**src/rtl/cfc_pkg.sv**
```systemverilog
package cfc_pkg;
  localparam int RUN_BIT      = 7;
  localparam int ST_IRQ_BIT   = 0;
  localparam int ST_PHASE_BIT = 1;

  typedef enum logic {
    PH_LEFT  = 1'b0,
    PH_RIGHT = 1'b1
  } phase_e;
endpackage

```
**src/rtl/cfc_host_regs.sv**
```systemverilog
module cfc_host_regs
  import cfc_pkg::*;
#(
  parameter int          ADDR_W    = 32,
  parameter int          DATA_W    = 32,
  parameter logic [31:0] CTRL_ADDR = 32'h8020_0020
) (
  input  logic              clk,
  input  logic              rst,
  input  logic [ADDR_W-1:0] addr,
  input  logic [DATA_W-1:0] wdata,
  input  logic              wr,
  input  logic              rd,
  input  logic              strb,
  input  logic              irq_lvl,
  input  phase_e            avail,
  output logic              run_o,
  output logic [DATA_W-1:0] rdata_o
);
  localparam logic [ADDR_W-1:0] MATCH = ADDR_W'(CTRL_ADDR);

  logic sel, wr_hit, rd_hit;
  logic run_q;
  logic [DATA_W-1:0] rdata_q, status;

  assign sel    = strb && (addr == MATCH);
  assign wr_hit = sel && wr;
  assign rd_hit = sel && rd;

  always_comb begin
    status               = '0;
    status[ST_IRQ_BIT]   = irq_lvl;
    status[ST_PHASE_BIT] = avail;
  end

  always_ff @(posedge clk) begin
    if (rst) begin
      run_q   <= 1'b0;
      rdata_q <= '0;
    end else begin
      if (wr_hit) run_q <= wdata[RUN_BIT];
      rdata_q <= rd_hit ? status : '0;
    end
  end

  assign run_o   = run_q;
  assign rdata_o = rdata_q;

  p_start_r2: assert property (@(posedge clk) disable iff (rst)
    (wr_hit && wdata[RUN_BIT]) |=> run_q);
  p_stop_r3: assert property (@(posedge clk) disable iff (rst)
    (wr_hit && !wdata[RUN_BIT]) |=> !run_q);
  p_ignore_r4: assert property (@(posedge clk) disable iff (rst)
    !wr_hit |=> $stable(run_q));
  p_read_miss_r8: assert property (@(posedge clk) disable iff (rst)
    !rd_hit |=> (rdata_q == '0));
endmodule

```
**src/rtl/cfc_phase_tracker.sv**
```systemverilog
module cfc_phase_tracker
  import cfc_pkg::*;
#(
  parameter int PHASE_CYCLES = 512
) (
  input  logic   clk,
  input  logic   rst,
  input  logic   run,
  output logic   end_stb,
  output phase_e avail
);
  localparam int          CW   = (PHASE_CYCLES > 1) ? $clog2(PHASE_CYCLES) : 1;
  localparam logic [CW-1:0] LAST = CW'(PHASE_CYCLES - 1);

  logic [CW-1:0] cnt_q;
  phase_e        cur_q, avail_q;
  logic          end_q;

  always_ff @(posedge clk) begin
    if (rst || !run) begin
      cnt_q   <= '0;
      cur_q   <= PH_LEFT;
      avail_q <= PH_LEFT;
      end_q   <= 1'b0;
    end else if (cnt_q == LAST) begin
      cnt_q   <= '0;
      end_q   <= 1'b1;
      avail_q <= cur_q;
      cur_q   <= (cur_q == PH_LEFT) ? PH_RIGHT : PH_LEFT;
    end else begin
      cnt_q <= cnt_q + 1'b1;
      end_q <= 1'b0;
    end
  end

  assign end_stb = end_q;
  assign avail   = avail_q;

  p_idle_left_r9: assert property (@(posedge clk) disable iff (rst)
    !run |=> (cnt_q == '0 && cur_q == PH_LEFT && !end_q));
  p_single_end_r5: assert property (@(posedge clk) disable iff (rst)
    end_q |=> !end_q);
  p_alternate_r7: assert property (@(posedge clk) disable iff (rst)
    (end_q && run) |=> (avail_q != cur_q || !run || end_q));
endmodule

```
**src/rtl/cfc_irq_shaper.sv**
```systemverilog
module cfc_irq_shaper #(
  parameter int IRQ_WIDTH = 6
) (
  input  logic clk,
  input  logic rst,
  input  logic trig,
  output logic irq_o
);
  localparam int WW = (IRQ_WIDTH > 1) ? $clog2(IRQ_WIDTH) : 1;

  logic [WW-1:0] rem_q;
  logic          irq_q;

  always_ff @(posedge clk) begin
    if (rst) begin
      irq_q <= 1'b0;
      rem_q <= '0;
    end else if (trig) begin
      irq_q <= 1'b1;
      rem_q <= WW'(IRQ_WIDTH - 1);
    end else if (irq_q) begin
      if (rem_q == '0) irq_q <= 1'b0;
      else             rem_q <= rem_q - 1'b1;
    end
  end

  assign irq_o = irq_q;

  p_pulse_start_r6: assert property (@(posedge clk) disable iff (rst)
    trig |=> irq_q);
  p_pulse_bound_r6: assert property (@(posedge clk) disable iff (rst)
    (irq_q && rem_q == '0 && !trig) |=> !irq_q);
endmodule

```
**src/rtl/codec_frame_ctrl.sv**
```systemverilog
module codec_frame_ctrl
  import cfc_pkg::*;
#(
  parameter int          NUM_CODECS   = 16,
  parameter int          ADDR_W       = 32,
  parameter int          DATA_W       = 32,
  parameter logic [31:0] CTRL_ADDR    = 32'h8020_0020,
  parameter int          PHASE_CYCLES = 512,
  parameter int          IRQ_WIDTH    = 6
) (
  input  logic                  clk,
  input  logic                  rst,
  input  logic [ADDR_W-1:0]     bus_addr,
  input  logic [DATA_W-1:0]     bus_wdata,
  input  logic                  bus_wr,
  input  logic                  bus_rd,
  input  logic                  bus_strb,
  output logic [DATA_W-1:0]     bus_rdata,
  output logic [NUM_CODECS-1:0] codec_rst,
  output logic                  irq
);
  initial begin
    if (PHASE_CYCLES <= IRQ_WIDTH + 1)
      $error("PHASE_CYCLES must exceed IRQ_WIDTH + 1");
    if (IRQ_WIDTH < 1)
      $error("IRQ_WIDTH must be at least 1");
  end

  logic   run;
  logic   end_stb;
  phase_e avail;
  logic   irq_lvl;

  cfc_host_regs #(
    .ADDR_W(ADDR_W), .DATA_W(DATA_W), .CTRL_ADDR(CTRL_ADDR)
  ) u_regs (
    .clk(clk), .rst(rst), .addr(bus_addr), .wdata(bus_wdata),
    .wr(bus_wr), .rd(bus_rd), .strb(bus_strb),
    .irq_lvl(irq_lvl), .avail(avail),
    .run_o(run), .rdata_o(bus_rdata)
  );

  cfc_phase_tracker #(.PHASE_CYCLES(PHASE_CYCLES)) u_track (
    .clk(clk), .rst(rst), .run(run), .end_stb(end_stb), .avail(avail)
  );

  cfc_irq_shaper #(.IRQ_WIDTH(IRQ_WIDTH)) u_irq (
    .clk(clk), .rst(rst), .trig(end_stb), .irq_o(irq_lvl)
  );

  for (genvar g = 0; g < NUM_CODECS; g++) begin : g_codec_rst
    assign codec_rst[g] = ~run;
  end

  assign irq = irq_lvl;

  p_no_irq_start_stopped_r9: assert property (@(posedge clk) disable iff (rst)
    (!run && !irq_lvl) |=> !irq_lvl);
endmodule

```
**config.mk**
```make
export PLATFORM = sky130hd
export DESIGN_NAME = codec_frame_ctrl
export DESIGN_NICKNAME = d
export VERILOG_FILES = /design/src/rtl/cfc_pkg.sv /design/src/rtl/cfc_host_regs.sv /design/src/rtl/cfc_phase_tracker.sv /design/src/rtl/cfc_irq_shaper.sv /design/src/rtl/codec_frame_ctrl.sv
export SDC_FILE = /design/constraint.sdc
export NUM_CORES = 1
export LEC_CHECK = 0
export BUFFER_PORTS_ARGS = -buffer_cell sky130_fd_sc_hd__buf_2
export CORE_ASPECT_RATIO = 0.75
export CORE_MARGIN = 3
export CORE_UTILIZATION = 32
export DETAILED_ROUTE_END_ITERATION = 6
export PLACE_DENSITY = 0.73
export SLEW_MARGIN = 15
export SYNTH_ARGS = -nofsm -noshare
export SYNTH_HDL_FRONTEND = slang
export SYNTH_SLANG_ARGS = --single-unit
```
**constraint.sdc**
```tcl
create_clock -name clk -period 1.6 [get_ports clk]
set_input_delay 0.16 -clock clk [delete_from_list [all_inputs] [get_ports clk]]
set_output_delay 0.16 -clock clk [all_outputs]
set_load 0.005 [all_outputs]
```
==> metrics.yaml <==
status: "completed"
cpPeakStageDelay_ns: 0.32
p_sw_mw: 0.1811
area_growth_pct: 18.67
n_fill_cell: 358
power_frac_seq: 0.544
numCtsBuffers: 3
die_x_um: 76.30
skew_ns: 0.002518
fmax_ghz: 0.6813
p_int_mw: 0.6876
clk_latency_ns: 0.25
grt_first_pass_wirelength_um: 3325
synth_edf_count: 0
cts_hold_buf: 0
overflow: 0
p_per_area_nw_per_um2: 617.1
critPathBufInv: 2
drt_iter0_markers: 10
ys_top_cells_by_count: "buf_4, dfxtp_1, nor2_1"
die_area_um2: 4481
ys.flop_type: "dfxtp_1"
drc: 0
cts_tree: "built"
synth_seq_area_share: 0.3207
reg2reg_slack_ns: 0.13
clockBufferDepth: 2
pwr-share-clk: 0.369
grt_usage: 0.09233
antenna_found_initial: 0
ys_types: 28
setup_violations: 0
wl_met2_um: 1039
grt_pass1_vias: 822
yosysTopAreaCellShare: 0.3207
route.met3.wl_um: 217
wl_per_cell_um: 9.085
cp_max_fo: 9
ant_nets: 0
yosysTopAreaCell: "dfxtp_1"
htreeDepth: 1
crit_path_start_kind: "flip-flop"
slowest_stage: "dfxtp_1"
tns_ns: 0
clkSlewWorstSetupHoldPaths_ns: 0.07
finalHoldViolCount: 0
cp_top_family: "simple AND/OR/NAND/NOR gates"
share_comb_of_total_power: 0.087
syn_area_um2: 1186
drv_slew: 0
syn_avg_cell_area_um2: 8.722
clock-sinks: 19
ir_drop_mv: 0.5923
ctsResizeCount: 0
crit_path_end_kind: "flip-flop"
total_power_mw: 0.8687
cts_root_buf: "clkbuf_8"
fin_nets: 259
place_congestion: 0.6877
num_vias: 903
dp_hpwl_um: 1811
top_layer_used: "met4"
period_share: 0.9174
yosysMostFrequentCell: "buf_4"
grt_max_degree: 17
antenna_cells: 0
cp.arrival_ns: 1.65
criticalPathCategory: "reg -> reg"
start_util: 0.3465
routed_wl_um: 2135
cts_setup_buffers: 0
swShare: 0.2084
async_reset_ff_frac: 0
cp_cell_sequence: "ha_2 -> and3_4 -> and3_1 -> ha_1 -> inv_1 -> nand2b_1 -> buf_12 -> nor2_1"
ys_warn_count: 0
firstDrtPassIters: 4
io_buffers: 56
wl_met1_um: 867
core_um2: 3423
io_pins: 118
final_layout_size_suffix_gt1_frac: 0.3946
netlist_instances: 136
rsz0062_at_grt: "no"
power_leakage_nw: 0.6407
synth_area_leaders: "dfxtp_1, buf_4, ha_1"
cap_violations: 0
layout_min_cycle_time_ns: 1.468
cp.required_ns: 1.79
rows: 18
ys_ff_latch: 19
viasPerCell: 3.843
die_y_um: 58.73
hold_path_class: "in -> reg"
flip-flops by register name (all words and copies together), names as in the netlist:
| register | cells |
|---|---|
| u_track.cnt_q | 9 |
| u_irq.rem_q | 3 |
| u_regs.rdata_o | 2 |
| u_irq.irq_o | 1 |
| u_regs.run_o | 1 |
| u_track.avail | 1 |
| u_track.cur_q | 1 |
| u_track.end_stb | 1 |
cells in the final DEF (no fill, tap or decap), types with 3 or more instances in the layout:
| cell type | n |
|---|---|
| a21oi_1 | 3 |
| buf_2 | 56 |
| buf_4 | 5 |
| clkbuf_8 | 3 |
| conb_1 | 30 |
| dfxtp_1 | 18 |
| ha_1 | 3 |
| inv_1 | 9 |
| nand2b_1 | 4 |
| nor2_1 | 13 |
| nor4_1 | 4 |
| xnor2_1 | 4 |
| xor2_1 | 4 |
cell families (layout without fill, tap and decap cells):
group,after synthesis,after routing,synth area share
multiplexers,3,3,0.02637
buffers and inverters,55,75,0.3164
AND/OR/NAND/NOR,40,40,0.2025
AO/OA/AOI/OAI,6,6,0.02953
other,1,30,0.003162
adder cells (fa/ha/maj),4,4,0.04220
flip-flops,19,19,0.3207
XOR/XNOR,8,8,0.05907
final timing paths:
path                            to        startpoint  cells past startpoint
hold / removal         u_irq.irq_o               rst                      2
hold reg to reg     u_irq.rem_q[1]   u_track.end_stb                      1
setup / recovery  u_track.cnt_q[7]  u_track.cnt_q[0]                      8
setup reg to reg  u_track.cnt_q[7]  u_track.cnt_q[0]                      8
area by class of cell:
cell class / instances / area [µm²] / area share
Multi-Input combinational cell: 91 / 546.8 / 0.3884
Clock buffer: 4 / 45.04 / 0.03200
Sequential cell: 19 / 381.6 / 0.2711
Tap cell: 50 / 62.56 / 0.04444
Timing Repair Buffer: 62 / 337.8 / 0.2400
Inverter: 9 / 33.78 / 0.02400
metal layers:
metal  global-route usage  vias up
li1                     -      464
met1              0.09813      395
met2               0.1627       42
met3              0.03670        2
met4              0.04651        0
met5                    0        -
power groups by stage:
stage,Clock (mW),Combinational (mW),Sequential [mW]
6_report,0.320,0.0754,0.473
5_1_grt,0.357,0.0849,0.472
4_1_cts,0.336,0.0739,0.473
3_5_place_dp,0,0.0737,0.484
3_3_place_gp,0,0.0721,0.484
2_1_floorplan,0,0.0785,0.484
stage by stage:
| step | hold WS, ns | util | setup slack [ns] | area [µm²] | instances |
|---|---|---|---|---|---|
| after floorplan | 0.2291 | - | 0.09224 | 1296 | 165 |
| after global placement | 0.4192 | 0.3955 | 0.1375 | 1354 | 231 |
| after detailed placement | 0.4126 | 0.3955 | 0.1110 | 1354 | 231 |
| after CTS | 0.1567 | 0.4086 | 0.07899 | 1399 | 235 |
| after global routing | 0.1764 | 0.4112 | 0.008911 | 1408 | 235 |
| final | 0.1576 | 0.4112 | 0.1321 | 1408 | 235 |
No activity file was read; power rests on OpenSTA's default activity.
